===== src/rtl/trace_seq_pkg.sv =====
package trace_seq_pkg;
  localparam int CTL_RD_W    = 16;
  localparam int CTL_EN      = 0;
  localparam int CTL_LOOP    = 1;
  localparam int CTL_SPARE   = 2;
  localparam int CTL_MASK_LO = 4;
  localparam int POL_W       = 5;
  localparam int POL_OUT     = 0;
  localparam int POL_IN      = 1;
  localparam int POL_BUSY    = 4;
endpackage


===== src/rtl/tss_edge_detect.sv =====
module tss_edge_detect #(
  parameter int SYNC_STAGES = 2
) (
  input  logic clk,
  input  logic rst,
  input  logic din,
  input  logic rise_sel,
  output logic hit
);
  // sh[SYNC_STAGES-1] is the synchronized level, sh[SYNC_STAGES] its previous value
  logic [SYNC_STAGES:0] sh;

  always_ff @(posedge clk) begin
    if (rst) sh <= '0;
    else     sh <= {sh[SYNC_STAGES-1:0], din};
  end

  always_comb begin
    if (rise_sel) hit = sh[SYNC_STAGES-1] & ~sh[SYNC_STAGES];
    else          hit = ~sh[SYNC_STAGES-1] & sh[SYNC_STAGES];
  end
endmodule


===== src/rtl/tss_regs.sv =====
module tss_regs
  import trace_seq_pkg::*;
#(
  parameter int NUM_MOD = 6,
  localparam int CW = CTL_MASK_LO + NUM_MOD
) (
  input  logic                clk,
  input  logic                rst,
  input  logic                soft_rst,
  input  logic                ctl_we,
  input  logic [CW-1:0]       ctl_wdata,
  input  logic                pol_we,
  input  logic [POL_W-1:0]    pol_wdata,
  input  logic                hw_clr,
  output logic [CTL_RD_W-1:0] ctl_rdata,
  output logic                trace_en,
  output logic                loop_en,
  output logic                load_start,
  output logic [NUM_MOD-1:0]  mod_mask,
  output logic [POL_W-1:0]    pol
);
  logic [1:0] spare;

  assign load_start = ctl_we & ctl_wdata[CTL_EN] & ~trace_en;

  always_ff @(posedge clk) begin
    if (rst) begin
      trace_en <= 1'b0;
      loop_en  <= 1'b0;
      spare    <= '0;
      mod_mask <= '0;
    end else if (ctl_we) begin
      trace_en <= ctl_wdata[CTL_EN];
      loop_en  <= ctl_wdata[CTL_LOOP];
      spare    <= ctl_wdata[CTL_SPARE +: 2];
      mod_mask <= ctl_wdata[CTL_MASK_LO +: NUM_MOD];
    end else if (hw_clr) begin
      trace_en <= 1'b0;
    end
  end

  always_ff @(posedge clk) begin
    if (rst) begin
      pol <= '0;
    end else if (pol_we) begin
      pol <= pol_wdata;
    end else if (soft_rst) begin
      pol[3:0] <= '0;
    end
  end

  always_comb begin
    ctl_rdata = '0;
    ctl_rdata[CTL_EN]   = trace_en;
    ctl_rdata[CTL_LOOP] = loop_en;
    ctl_rdata[CTL_SPARE +: 2] = spare;
    ctl_rdata[CTL_MASK_LO +: NUM_MOD] = mod_mask;
  end
endmodule


===== src/rtl/tss_pointer.sv =====
module tss_pointer #(
  parameter int ADDR_W = 8
) (
  input  logic              clk,
  input  logic              rst,
  input  logic              step,
  input  logic              load,
  input  logic              loop_en,
  input  logic              out_rise,
  input  logic [ADDR_W-1:0] start_addr,
  input  logic [ADDR_W-1:0] end_addr,
  output logic [ADDR_W-1:0] ptr,
  output logic              adv_out,
  output logic              hw_clr
);
  logic at_end;

  assign at_end = (ptr == end_addr);
  assign hw_clr = step & at_end & ~loop_en & ~load;

  always_ff @(posedge clk) begin
    if (rst) begin
      ptr <= '0;
    end else if (load) begin
      ptr <= start_addr;
    end else if (step) begin
      if (!at_end)     ptr <= ptr + 1'b1;
      else if (loop_en) ptr <= start_addr;
    end
  end

  always_ff @(posedge clk) begin
    if (rst) adv_out <= 1'b1;
    else     adv_out <= step ? out_rise : ~out_rise;
  end
endmodule


===== src/rtl/trace_step_seq.sv =====
module trace_step_seq
  import trace_seq_pkg::*;
#(
  parameter int ADDR_W      = 8,
  parameter int NUM_MOD     = 6,
  parameter int SYNC_STAGES = 2,
  localparam int CW = CTL_MASK_LO + NUM_MOD
) (
  input  logic                clk,
  input  logic                rst,
  input  logic                soft_rst,
  input  logic                ctl_we,
  input  logic [CW-1:0]       ctl_wdata,
  output logic [CTL_RD_W-1:0] ctl_rdata,
  input  logic                pol_we,
  input  logic [POL_W-1:0]    pol_wdata,
  input  logic [ADDR_W-1:0]   start_addr,
  input  logic [ADDR_W-1:0]   end_addr,
  input  logic                adv_in,
  output logic [ADDR_W-1:0]   ptr,
  output logic                adv_out,
  output logic [NUM_MOD-1:0]  mod_mask,
  output logic                busy_rise_sel
);
  logic             trace_en, loop_en, load_start, hw_clr, hit, step, out_rise;
  logic [POL_W-1:0] pol;

  assign out_rise      = pol[POL_OUT];
  assign busy_rise_sel = pol[POL_BUSY];
  assign step          = hit & trace_en;

  tss_regs #(.NUM_MOD(NUM_MOD)) u_regs (
    .clk(clk), .rst(rst), .soft_rst(soft_rst),
    .ctl_we(ctl_we), .ctl_wdata(ctl_wdata),
    .pol_we(pol_we), .pol_wdata(pol_wdata),
    .hw_clr(hw_clr), .ctl_rdata(ctl_rdata),
    .trace_en(trace_en), .loop_en(loop_en), .load_start(load_start),
    .mod_mask(mod_mask), .pol(pol)
  );

  tss_edge_detect #(.SYNC_STAGES(SYNC_STAGES)) u_edge (
    .clk(clk), .rst(rst), .din(adv_in),
    .rise_sel(pol[POL_IN]), .hit(hit)
  );

  tss_pointer #(.ADDR_W(ADDR_W)) u_ptr (
    .clk(clk), .rst(rst), .step(step), .load(load_start),
    .loop_en(loop_en), .out_rise(out_rise),
    .start_addr(start_addr), .end_addr(end_addr),
    .ptr(ptr), .adv_out(adv_out), .hw_clr(hw_clr)
  );
endmodule


===== config.mk =====
export PLATFORM = sky130hd
export DESIGN_NAME = trace_step_seq
export DESIGN_NICKNAME = d
export VERILOG_FILES = /design/src/rtl/trace_seq_pkg.sv /design/src/rtl/tss_edge_detect.sv /design/src/rtl/tss_regs.sv /design/src/rtl/tss_pointer.sv /design/src/rtl/trace_step_seq.sv
export SDC_FILE = /design/constraint.sdc
export NUM_CORES = 1
export LEC_CHECK = 0
export ABC_CLOCK_PERIOD_IN_PS = 1700
export BUFFER_PORTS_ARGS = -buffer_cell sky130_fd_sc_hd__buf_2
export CORE_ASPECT_RATIO = 0.5
export CORE_MARGIN = 4
export CORE_UTILIZATION = 42
export CTS_BUF_LIST = sky130_fd_sc_hd__clkbuf_4 sky130_fd_sc_hd__clkbuf_8
export CTS_CLUSTER_SIZE = 20
export DETAILED_ROUTE_END_ITERATION = 8
export PLACE_DENSITY = 0.73
export SKIP_CTS_REPAIR_TIMING = 1
export SLEW_MARGIN = 5
export SYNTH_ARGS = -nofsm -noshare
export SYNTH_HDL_FRONTEND = slang
export SYNTH_SLANG_ARGS = --single-unit

===== constraint.sdc =====
create_clock -name clk -period 1.7 [get_ports clk]
set_input_delay 0.255 -clock clk [delete_from_list [all_inputs] [get_ports clk]]
set_output_delay 0.255 -clock clk [all_outputs]
set_load 0.03 [all_outputs]

==> metrics.log, run 1 <==
INFO  metric timing.final.crit_period = 1600 ps
INFO  metric vias_in_the_first_global_route = 1144
INFO  metric ff_latch_count_synth = 25
INFO  metric routed_wirelength = 3240 um
INFO  metric finalCritPeriodShare = 0.940
INFO  metric clk-insertion-delay-late = 270 ps
INFO  metric antenna_cells_inserted = 0
INFO  metric synthArstFlopShare = 0
INFO  metric synthDominantAreaCellType = sky130_fd_sc_hd__dfxtp_1
INFO  metric ys_seq_area_frac = 0.338
INFO  metric place_inst = 264
INFO  metric final_setup_skew = 3.11 ps
INFO  metric synthesized_area_divided_by_synthesized_cell_count = 9.08 um^2
INFO  metric status = finished, final reports clean
INFO  metric syn_warnings = 0
INFO  metric final_standard_cell_utilization_of_the_core = 0.580
INFO  metric cellLeakagePower = 0.874 nW
INFO  metric core_area = 3190 um^2
INFO  metric report.final.hold_viol_count = 0
INFO  metric num-nets-final = 260
INFO  metric htree_levels = 1
INFO  metric critPathRequiredTime = 1870 ps
INFO  metric grt_overflow_total = 0
INFO  metric yosysUniqueCellTypes = 41
INFO  metric routed_via_density = 4.90
INFO  metric synth_top_flop_cell = sky130_fd_sc_hd__dfxtp_1
INFO  metric cts.root.buffer_cell = sky130_fd_sc_hd__clkbuf_8
INFO  metric number_of_clock_buffers_inserted_by_tritoncts = 3
INFO  metric dpl_worst_slack = 43.9 ps
INFO  metric yosys.cell_count.top_type = sky130_fd_sc_hd__dfxtp_1
INFO  metric timing_worst_setup_path_type = flop to flop
INFO  metric worstReg2RegStart = u_ptr.ptr[5]
INFO  metric io_pins = 69
INFO  metric initial_utilization = 0.464
INFO  metric worst-r2r-setup-slack = 100 ps
INFO  metric timing.reg2reg.worst_path_depth = 6
INFO  metric synth_largest_type_area_fraction = 0.338
INFO  metric ant_nets = 0
INFO  metric vdd_ir_drop_max = 0.403 mV
INFO  metric setup_total_negative_slack = 0 ps
INFO  metric cap_violations = 0
INFO  metric setup_ws = 101 ps
INFO  metric placement.io_buffers = 60
INFO  metric power_density = 777 nW/um^2
INFO  metric detailroute.via_count = 1317
INFO  metric max_freq = 626 MHz
INFO  metric post_synth_inst_count = 163
INFO  metric r2r_end = u_ptr.ptr[2]
INFO  metric floorplan.die.width = 92.0 um
INFO  metric route.detailed.wl_per_inst = 12.1 um
INFO  metric grt.total_usage = 0.134
INFO  metric grt_max_degree = 17
INFO  metric grt_first_pass_wirelength = 5000 um
INFO  metric worst_hold_path.endpoint = u_edge.sh[0]
INFO  metric critPathCaptureType = flop
INFO  metric worst_hold_startpoint = adv_in
INFO  metric area_growth = 24.9%
INFO  metric firstDrtPassIters = 4
INFO  metric crit_path_start_kind = flop
INFO  metric most_area_consuming_cells_after_synthesis = sky130_fd_sc_hd__dfxtp_1 (34%), sky130_fd_sc_hd__buf_4 (7.1%), sky130_fd_sc_hd__mux2i_1 (6.8%)
INFO  metric final-instance-count-excl-fill = 269
INFO  metric die-height = 50.0 um
INFO  metric fin_worst_hold_slack = 183 ps
INFO  metric cts.clk_slew.worst_paths = 90 ps
INFO  metric hold-path-cell-count = 2
INFO  metric number_of_buffers_between_clock_root_and_the_deepest_sink = 2
INFO  metric synth_area = 1480 um^2
INFO  metric grt_antenna_before_repair = 0
INFO  metric edff_count_synth = 0
INFO  metric rsz0062_at_grt = false
INFO  metric die_area = 4600 um^2
INFO  metric min-delay-path-class = primary input to flop
INFO  metric floorplan.rows = 14
INFO  metric critPathMaxFanout = 8
INFO  metric detail_route.iter0.violations = 33
INFO  metric finalMaxSlewViolations = 0
INFO  metric cts_tree = done
INFO  metric synth.cells.most_frequent = sky130_fd_sc_hd__dfxtp_1 (25), sky130_fd_sc_hd__nor2_1 (18), sky130_fd_sc_hd__buf_4 (14)
INFO  metric route.detailed.drc = 0
INFO  metric post_route_cells_drive_above_1_share = 0.434
INFO  metric setup_violations = 0
INFO  metric place.detailed.hpwl = 2590 um
INFO  metric place_congestion = 0.854
INFO  metric cp.arrival = 1770 ps
INFO  metric clock-sinks = 25
## layout make-up
class,count,area [um^2]
clock buffers,3,41.3
clock inverters,1,8.76
fillers,304,1340
inverters,9,33.8
multi-input cells,112,812
flip-flops and latches,25,509
well taps,48,60.1
repair buffers,71,383
## worst max path at each step
stage / depth (start not counted) / start / slack [ps] / to
after floorplan: 6 / u_ptr.ptr[7] / 10 / u_regs.trace_en
after global placement: 6 / end_addr[1] / 70 / u_ptr.ptr[2]
after detailed placement: 6 / end_addr[1] / 40 / u_ptr.ptr[2]
after CTS: 5 / u_ptr.ptr[1] / 40 / u_ptr.ptr[2]
after global routing: 6 / u_edge.sh[1] / 3 / u_ptr.ptr[0]
final: 6 / u_ptr.ptr[5] / 100 / u_ptr.ptr[2]
## power by group
part | switching [mW] | leakage (nW) | internal, mW
clock | 0.204 | 0.0261 | 0.172
sequential | 0.0352 | 0.209 | 0.628
combinational | 0.233 | 0.639 | 0.163
total | 0.473 | 0.874 | 0.962
## cells in the final DEF, fill, tap and decap left out, drive strengths merged
| cell type | count |
|---|---|
| o211ai | 2 |
| clkbuf | 3 |
| or3 | 3 |
| or2 | 5 |
| nor3b | 2 |
| o221a | 1 |
| nand4 | 3 |
| o21ai | 9 |
| o211a | 2 |
| inv | 10 |
| a21o | 1 |
| nor2b | 3 |
| a21oi | 4 |
| nand2b | 3 |
| and4bb | 1 |
| buf | 71 |
| nor4 | 1 |
| a22oi | 5 |
| o311ai | 1 |
| and4b | 1 |
| o31ai | 1 |
| nor2 | 18 |
| a221oi | 1 |
| nand2 | 7 |
| conb | 6 |
| nand3 | 3 |
| mux2i | 10 |
| a31oi | 4 |
| o32ai | 5 |
| xnor2 | 9 |
| ha | 1 |
| dfxtp | 25 |
## per-stage QoR
stage | power, mW | instance area, um^2
floorplan | 0.972 | 1510
global placement | 1.07 | 1780
detailed placement | 1.07 | 1780
CTS | 1.45 | 1830
global route | 1.51 | 1850
finish | 1.44 | 1850
## worst max-delay path: stages, from the launching register on
cell and delay, ps:
sky130_fd_sc_hd__dfxtp_2 340, sky130_fd_sc_hd__xnor2_1 180, sky130_fd_sc_hd__nand4_2 220, sky130_fd_sc_hd__o31ai_4 260, sky130_fd_sc_hd__buf_4 190, sky130_fd_sc_hd__nand2_1 60
sky130_fd_sc_hd__o221a_1 240
## registers in the layout, indices dropped and copies added (netlist names)
register,cells
u_regs.spare,2
u_regs.loop_en,1
u_edge.sh,3
u_regs.mod_mask,6
u_ptr.adv_out,1
u_regs.pol,3
u_regs.trace_en,1
u_ptr.ptr,8
## cells by family after synthesis
kind of cell | synth area share
AO/OA/AOI/OAI | 0.198
XOR/XNOR | 0.0710
adder cells (fa/ha/maj) | 0.00845
buffers and inverters | 0.129
flip-flops | 0.338
multiplexers | 0.0676
other | 0.00253
AND/OR/NAND/NOR | 0.185
## layer usage
| layer | vias up | global-route usage | share of wire |
|---|---|---|---|
| met3 | 4 | 0.0350 | 0.086 |
| met1 | 585 | 0.164 | 0.44 |
| met4 | 0 | 0.0517 | 0.013 |
| li1 | 671 | - | - |
| met2 | 57 | 0.227 | 0.46 |
| met5 | - | 0 | 0 |
No activity file was read; power rests on OpenSTA's default activity.
==> run 2: changes to the inputs <==
--- a/config.mk
+++ b/config.mk
@@ -5,6 +5,7 @@
 export SDC_FILE = /design/constraint.sdc
 export NUM_CORES = 1
 export LEC_CHECK = 0
+export ABC_AREA = 1
 export ABC_CLOCK_PERIOD_IN_PS = 1700
 export BUFFER_PORTS_ARGS = -buffer_cell sky130_fd_sc_hd__buf_2
 export CORE_ASPECT_RATIO = 0.5
==> run 2 against run 1 <==
Via count up 2.5%. Sequential share of layout area increased by 1.1 points. Maximum frequency up 4.1%. Critical endpoint is now u_ptr.ptr[6]. Largest cell class unchanged. Highest routed layer is now met3.
==> metrics.log, run 2 <==
INFO  metric timing.critical_path.max_delay_family = simple AND/OR/NAND/NOR gates
INFO  metric worst_hold_startpoint = adv_in
INFO  metric rsz0062_at_grt = false
INFO  metric place.detailed.hpwl = 2510 um (-3.0%)
INFO  metric crit_path_start_kind = flop
INFO  metric power_density = 790 nW/um^2 (+1.8%)
INFO  metric grt.total_usage = 0.135 (+0.00105)
INFO  metric net_load_switching_power = 0.465 mW (-1.6%)
INFO  metric cts.root.buffer_cell = sky130_fd_sc_hd__clkbuf_8
INFO  metric critPathMaxFanout = 9 (+1)
INFO  metric clk-insertion-delay-late = 270 ps (about the same)
INFO  metric top_register = u_ptr.ptr
INFO  metric syn_warnings = 0 (unchanged)
INFO  metric path_buf_inv = 2 (+1)
INFO  metric floorplan.rows = 14 (unchanged)
INFO  metric setup_total_negative_slack = 0 ps (unchanged)
INFO  metric synthesized_area_divided_by_synthesized_cell_count = 7.33 um^2 (-19%)
INFO  metric largest_registers = u_ptr.ptr (8), u_regs.mod_mask (6)
INFO  metric yosysUniqueCellTypes = 28 (-32%)
INFO  metric yosys.cell_count.top_type = sky130_fd_sc_hd__nor2_1
INFO  metric critPathCaptureType = flop
INFO  metric path_cells = inv_1 > nand2_1 > nand2_1 > nand2_1 > nor2_1 > nand3_1 > nand2_2 > nand2_4 > clkinv_2 > nor2_1 > nor2_1
INFO  metric critPathSlowestCell = sky130_fd_sc_hd__dfxtp_1
INFO  metric p_sw_frac = 0.336 (+0.00653)
INFO  metric cts_tree = done
INFO  metric pwr-share-clk = 0.269 (+0.007)
INFO  metric worstReg2RegStart = u_ptr.ptr[5]
INFO  metric seq_power_share = 0.475 (+0.013)
INFO  metric timing.reg2reg.worst_path_depth = 11 (+5)
INFO  metric floorplan.die.width = 91.5 um (-0.46%)
INFO  metric firstDrtPassIters = 4 (unchanged)
INFO  metric report.final.hold_viol_count = 0 (unchanged)
INFO  metric grt_max_degree = 17 (unchanged)
INFO  metric placement.io_buffers = 60 (unchanged)
INFO  metric cts.clk_slew.worst_paths = 90 ps (about the same)
INFO  metric finalMaxSlewViolations = 0 (unchanged)
INFO  metric edff_count_synth = 0 (unchanged)
INFO  metric synth.cells.most_frequent = sky130_fd_sc_hd__nor2_1 (41), sky130_fd_sc_hd__nand2_1 (26), sky130_fd_sc_hd__dfxtp_1 (25)
INFO  metric layout.cells.most_common_list = sky130_fd_sc_hd__buf_2 (60), sky130_fd_sc_hd__nor2_1 (41), sky130_fd_sc_hd__nand2_1 (26)
INFO  metric die_area = 4550 um^2 (-0.88%)
INFO  metric cp-startpoint = u_ptr.ptr[5]
INFO  metric number_of_clock_buffers_inserted_by_tritoncts = 3 (unchanged)
INFO  metric vdd_ir_drop_max = 0.364 mV (-9.8%)
INFO  metric min-delay-path-class = primary input to flop
INFO  metric cpPeakStageDelay = 450 ps (+110 ps)
INFO  metric worstSetupPathDepth = 11 (+5)
INFO  metric io_pins = 69 (unchanged)
INFO  metric number_of_buffers_between_clock_root_and_the_deepest_sink = 2 (unchanged)
INFO  metric route.detailed.drc = 0 (unchanged)
INFO  metric setup_violations = 0 (unchanged)
INFO  metric max_freq = 651 MHz (+4.1%)
INFO  metric synth_largest_type_area_fraction = 0.342 (+0.00346)
INFO  metric grt_first_pass_wirelength = 5050 um (+0.96%)
INFO  metric layout.filler_cells = 319 (+4.9%)
INFO  metric place_inst = 295 (+12%)
INFO  metric post_synth_inst_count = 200 (+23%)
INFO  metric antenna_cells_inserted = 0 (unchanged)
INFO  metric num-nets-final = 290 (+12%)
INFO  metric detailroute.via_count = 1350 (+2.5%)
INFO  metric synth_top_flop_cell = sky130_fd_sc_hd__dfxtp_1
INFO  metric grt_overflow_total = 0 (unchanged)
INFO  metric pwr-share-comb = 0.256 (-0.020)
INFO  metric cap_violations = 0 (unchanged)
INFO  metric largest_reg_flops = 8 (unchanged)
INFO  metric place_congestion = 0.835 (-2.2%)
INFO  metric most_area_consuming_cells_after_synthesis = sky130_fd_sc_hd__dfxtp_1 (34%), sky130_fd_sc_hd__nor2_1 (11%), sky130_fd_sc_hd__buf_4 (7.7%)
INFO  metric final-instance-count-excl-fill = 299 (+11%)
INFO  metric routed_wirelength = 3180 um (-2.1%)
INFO  metric critPathRequiredTime = 1870 ps (about the same)
INFO  metric ff_latch_count_synth = 25 (unchanged)
INFO  metric die-height = 49.8 um (-0.42%)
INFO  metric ys_seq_area_frac = 0.342 (+0.00346)
INFO  metric synth_area = 1470 um^2 (-1.0%)
INFO  metric post_route_cells_drive_above_1_share = 0.371 (-0.0639)
INFO  metric synthArstFlopShare = 0 (unchanged)
INFO  metric synthDominantAreaCellType = sky130_fd_sc_hd__dfxtp_1
INFO  metric detail_route.iter0.violations = 41 (+24%)
INFO  metric intPower = 0.919 mW (-4.5%)
INFO  metric htree_levels = 1 (unchanged)
INFO  metric status = finished, final reports clean
INFO  metric clock-sinks = 25 (unchanged)
INFO  metric final_common_cell = sky130_fd_sc_hd__buf_2
INFO  metric ant_nets = 0 (unchanged)
INFO  metric grt_antenna_before_repair = 0 (unchanged)
INFO  metric initial_utilization = 0.462 (-0.00217)
INFO  metric cellLeakagePower = 0.912 nW (+4.3%)
INFO  metric hold-path-cell-count = 3 (+1)
INFO  metric final_setup_skew = 3.07 ps (-0.0482 ps)
INFO  metric finalCritPeriodShare = 0.903 (-0.0369)
INFO  metric cp.arrival = 1710 ps (-60 ps)
INFO  metric route.detailed.wl_per_inst = 10.6 um (-12%)
INFO  metric timing.final.crit_period = 1540 ps (-62.8 ps)
INFO  metric area_growth = 19.6%
INFO  metric timing_worst_setup_path_type = flop to flop
INFO  metric routed_via_density = 4.52 (-7.8%)
INFO  metric core_area = 3170 um^2 (-0.55%)
INFO  metric vias_in_the_first_global_route = 1187 (+3.8%)
==> run 2: per-stage QoR <==
stage	hold WS [ps]	power [mW]	utilization	cell area, um^2	worst slack (ps)
CTS	169	1.40	0.552	1750	147
floorplan	362	0.947	-	1480	162
global route	195	1.46	0.552	1750	14.6
global placement	390	1.02	0.536	1700	205
finish	181	1.38	0.552	1750	164
detailed placement	402	1.03	0.536	1700	167
==> run 2: path summary, 6_finish.rpt <==
check / to / slack, ps
worst min register to register: u_edge.sh[1] / 410
worst min-delay path: u_edge.sh[0] / 180
worst max register to register: u_ptr.ptr[6] / 160
worst max-delay path: u_ptr.ptr[6] / 160
==> run 2: logic make-up after synthesis <==
group,after synthesis,synth area share
other,1,0.00256
flip-flops,25,0.342
buffers and inverters,38,0.158
XOR/XNOR,10,0.0649
adder cells (fa/ha/maj),1,0.00854
AO/OA/AOI/OAI,29,0.129
AND/OR/NAND/NOR,96,0.295
==> run 2: cell type report <==
| class | instances | area (um^2) | area share |
|---|---|---|---|
| multi-input cells | 142 | 752 | 0.429 |
| flip-flops and latches | 25 | 502 | 0.286 |
| repair buffers | 63 | 323 | 0.184 |
| inverters | 17 | 65.1 | 0.0371 |
| well taps | 48 | 60.1 | 0.0343 |
| clock buffers | 3 | 41.3 | 0.0236 |
| clock inverters | 1 | 8.76 | 0.00500 |
==> run 2: power by group through the flow <==
| stage | clock network, mW | logic, mW | registers, mW |
|---|---|---|---|
| after global routing | 0.405 | 0.387 | 0.664 |
| after detailed placement | 0 | 0.356 | 0.670 |
| after CTS | 0.385 | 0.357 | 0.657 |
| final | 0.373 | 0.354 | 0.657 |
| after global placement | 0 | 0.350 | 0.668 |
| after floorplan | 0 | 0.225 | 0.722 |
==> run 2: metal layers <==
layer / wire (um) / GRT usage
met5: 0 / 0
met3: 186 / 0.0334
met4: 0 / 0.0350
met1: 1430 / 0.162
met2: 1560 / 0.243
==> run 2: worst min-delay path, stage by stage <==
cell                     delay (ps)
sky130_fd_sc_hd__buf_2           90
sky130_fd_sc_hd__inv_1           40
sky130_fd_sc_hd__nor2_1          30
==> run 3: changes to the inputs <==
--- a/config.mk
+++ b/config.mk
@@ -11,7 +11,7 @@
 export CORE_ASPECT_RATIO = 0.5
 export CORE_MARGIN = 4
 export CORE_UTILIZATION = 42
-export CTS_BUF_LIST = sky130_fd_sc_hd__clkbuf_4 sky130_fd_sc_hd__clkbuf_8
+export CTS_BUF_LIST = sky130_fd_sc_hd__clkbuf_16
 export CTS_CLUSTER_SIZE = 20
 export DETAILED_ROUTE_END_ITERATION = 8
 export PLACE_DENSITY = 0.73
==> run 3 against run 2 <==
Sequential share of layout area decreased by 0.54 points. Routed wire length is 3.2% higher. Sequential cell count did not move. Design area up 1.9%. Critical path depth did not move. Final cell count stayed put. Non-clock buffer count did not move. Clock power is 43% higher. Via count increased by 0.67%. Clock skew is 1.1 ps higher. Power grew 12%.
==> metrics.log, run 3 (synthesized netlist as in run 2, its figures left out) <==
INFO  metric status = finished, final reports clean
INFO  metric place_inst = 295 (unchanged)
INFO  metric power_density = 868 nW/um^2 (+9.8%)
INFO  metric die-height = 49.8 um (unchanged)
INFO  metric ant_nets = 0 (unchanged)
INFO  metric cts.root.buffer_cell = sky130_fd_sc_hd__clkbuf_16
INFO  metric finalMaxSlewViolations = 0 (unchanged)
INFO  metric path_cells = inv_1 > nand2_1 > nand2_1 > nand2_1 > nor2_1 > nand3_1 > nand2_2 > nand2_4 > clkinv_2 > nor2_1 > nor2_1
INFO  metric io_pins = 69 (unchanged)
INFO  metric cp.arrival = 1680 ps (-30 ps)
INFO  metric net_load_switching_power = 0.476 mW (+2.5%)
INFO  metric critPathRequiredTime = 1860 ps (about the same)
INFO  metric top_register = u_ptr.ptr
INFO  metric pwr-share-clk = 0.345 (+0.076)
INFO  metric largest_registers = u_ptr.ptr (8), u_regs.mod_mask (6)
INFO  metric grt_max_degree = 17 (unchanged)
INFO  metric rsz0062_at_grt = false
INFO  metric gr-usage-met2 = 0.245 (+0.00242)
INFO  metric critPathSlowestCell = sky130_fd_sc_hd__dfxtp_1
INFO  metric worst_hold_startpoint = adv_in
INFO  metric worst_hold_path.endpoint = u_edge.sh[0]
INFO  metric die_area = 4550 um^2 (unchanged)
INFO  metric hold-path-cell-count = 3 (unchanged)
INFO  metric setup_violations = 0 (unchanged)
INFO  metric cpPeakStageDelay = 430 ps (-20 ps)
INFO  metric grt_use_met3 = 0.0365 (+0.00304)
INFO  metric timing_worst_setup_path_type = flop to flop
INFO  metric clock-sinks = 25 (unchanged)
INFO  metric core_area = 3170 um^2 (unchanged)
INFO  metric critPathCaptureType = flop
INFO  metric largest_reg_flops = 8 (unchanged)
INFO  metric cap_violations = 0 (unchanged)
INFO  metric vias_in_the_first_global_route = 1178 (-0.76%)
INFO  metric initial_utilization = 0.462 (unchanged)
INFO  metric r2r_end = u_ptr.ptr[6]
INFO  metric setup_total_negative_slack = 0 ps (unchanged)
INFO  metric final_common_cell = sky130_fd_sc_hd__buf_2
INFO  metric final-instance-count-excl-fill = 299 (unchanged)
INFO  metric route.detailed.wl_per_inst = 11.0 um (+3.2%)
INFO  metric grt.total_usage = 0.139 (+0.00360)
INFO  metric htree_levels = 1 (unchanged)
INFO  metric detail_route.iter0.violations = 36 (-12%)
INFO  metric worstReg2RegStart = u_ptr.ptr[5]
INFO  metric route.detailed.drc = 0 (unchanged)
INFO  metric grt_busiest_layer = met2
INFO  metric number_of_clock_buffers_inserted_by_tritoncts = 3 (unchanged)
INFO  metric place_congestion = 0.835 (unchanged)
INFO  metric number_of_buffers_between_clock_root_and_the_deepest_sink = 2 (unchanged)
INFO  metric p_sw_frac = 0.308 (-0.0284)
INFO  metric cts_tree = done
INFO  metric finalCritPeriodShare = 0.897 (-0.00662)
INFO  metric firstDrtPassIters = 4 (unchanged)
INFO  metric routed_via_density = 4.55 (+0.67%)
INFO  metric seq_power_share = 0.425 (-0.050)
INFO  metric pwr-share-comb = 0.230 (-0.026)
INFO  metric floorplan.rows = 14 (unchanged)
INFO  metric cts.clk_slew.worst_paths = 70 ps (-20 ps)
INFO  metric cellLeakagePower = 0.927 nW (+1.7%)
INFO  metric timing.reg2reg.worst_path_depth = 11 (unchanged)
INFO  metric placement.io_buffers = 60 (unchanged)
INFO  metric place.detailed.hpwl = 2510 um (unchanged)
INFO  metric grt_antenna_before_repair = 0 (unchanged)
INFO  metric max_freq = 656 MHz (+0.74%)
INFO  metric timing.final.crit_period = 1520 ps (-11.3 ps)
INFO  metric grt_first_pass_wirelength = 5150 um (+1.9%)
INFO  metric detailroute.via_count = 1359 (+0.67%)
INFO  metric critPathMaxFanout = 9 (unchanged)
INFO  metric final_setup_skew = 4.17 ps (+1.10 ps)
INFO  metric vdd_ir_drop_max = 0.384 mV (+5.7%)
INFO  metric crit_path_start_kind = flop
INFO  metric grt_overflow_total = 0 (unchanged)
INFO  metric worst-r2r-setup-slack = 180 ps (about the same)
INFO  metric clk-insertion-delay-late = 260 ps (about the same)
INFO  metric routed_wirelength = 3280 um (+3.2%)
INFO  metric report.final.hold_viol_count = 0 (unchanged)
INFO  metric globalRouteMet1Util = 0.171 (+0.00826)
INFO  metric layout.cells.most_common_list = sky130_fd_sc_hd__buf_2 (60), sky130_fd_sc_hd__nor2_1 (41), sky130_fd_sc_hd__nand2_1 (26)
INFO  metric post_route_cells_drive_above_1_share = 0.371 (unchanged)
INFO  metric floorplan.die.width = 91.5 um (unchanged)
INFO  metric antenna_cells_inserted = 0 (unchanged)
INFO  metric intPower = 1.07 mW (+17%)
INFO  metric num-nets-final = 290 (unchanged)
INFO  metric area_growth = 21.9%
INFO  metric min-delay-path-class = primary input to flop
-- run 3: cell counts in the layout (fill, tap and decap cells not counted) --
Identical to the previous run, type by type.
-- run 3: power groups by stage --
stage                     Sequential (mW)  Clock, mW  Combinational (mW)
after global placement              0.668          0               0.350
after CTS                           0.657      0.552               0.359
after floorplan                     0.722          0               0.225
after detailed placement            0.670          0               0.356
after global routing                0.664      0.576               0.388
final                               0.658      0.535               0.356
-- run 3: routing by layer --
| layer | vias up | wire length, um |
|---|---|---|
| met5 | - | 0 |
| met4 | 0 | 0 |
| met1 | 599 | 1380 |
| li1 | 708 | - |
| met2 | 52 | 1640 |
| met3 | 0 | 256 |
-- run 3: worst max-delay path, delay by kind of cell, from the launching register on --
kind                   cells  cell delay [ps]
AND/OR/NAND/NOR            9              750
flip-flops                 1              430
buffers and inverters      2              230
-- run 3: worst max-delay path by stage --
stage,slack (ps),cells past startpoint,end,startpoint
4_1_cts,150,9,u_ptr.ptr[3],u_ptr.ptr[2]
5_1_grt,30,10,u_ptr.ptr[3],u_ptr.ptr[0]
6_report,180,11,u_ptr.ptr[6],u_ptr.ptr[5]
2_1_floorplan,160,10,u_ptr.ptr[0],u_ptr.ptr[2]
3_3_place_gp,200,11,u_ptr.ptr[6],u_ptr.ptr[5]
3_5_place_dp,170,11,u_ptr.ptr[6],u_ptr.ptr[5]
-- run 3: layout make-up --
class | count | area [um^2]
fillers | 312 | 1390
multi-input cells | 142 | 752
flip-flops and latches | 25 | 502
repair buffers | 63 | 323
clock buffers | 3 | 75.1
inverters | 17 | 65.1
well taps | 48 | 60.1
clock inverters | 1 | 8.76
-- run 3: per-stage QoR --
stage	setup WS, ps	hold slack, ps	cell area (um^2)	total power, mW	utilization
finish	175	196	1790	1.55	0.563
global placement	205	390	1700	1.02	0.536
detailed placement	167	402	1700	1.03	0.536
floorplan	162	362	1480	0.947	-
global route	26.5	218	1790	1.63	0.563
CTS	146	190	1780	1.57	0.563
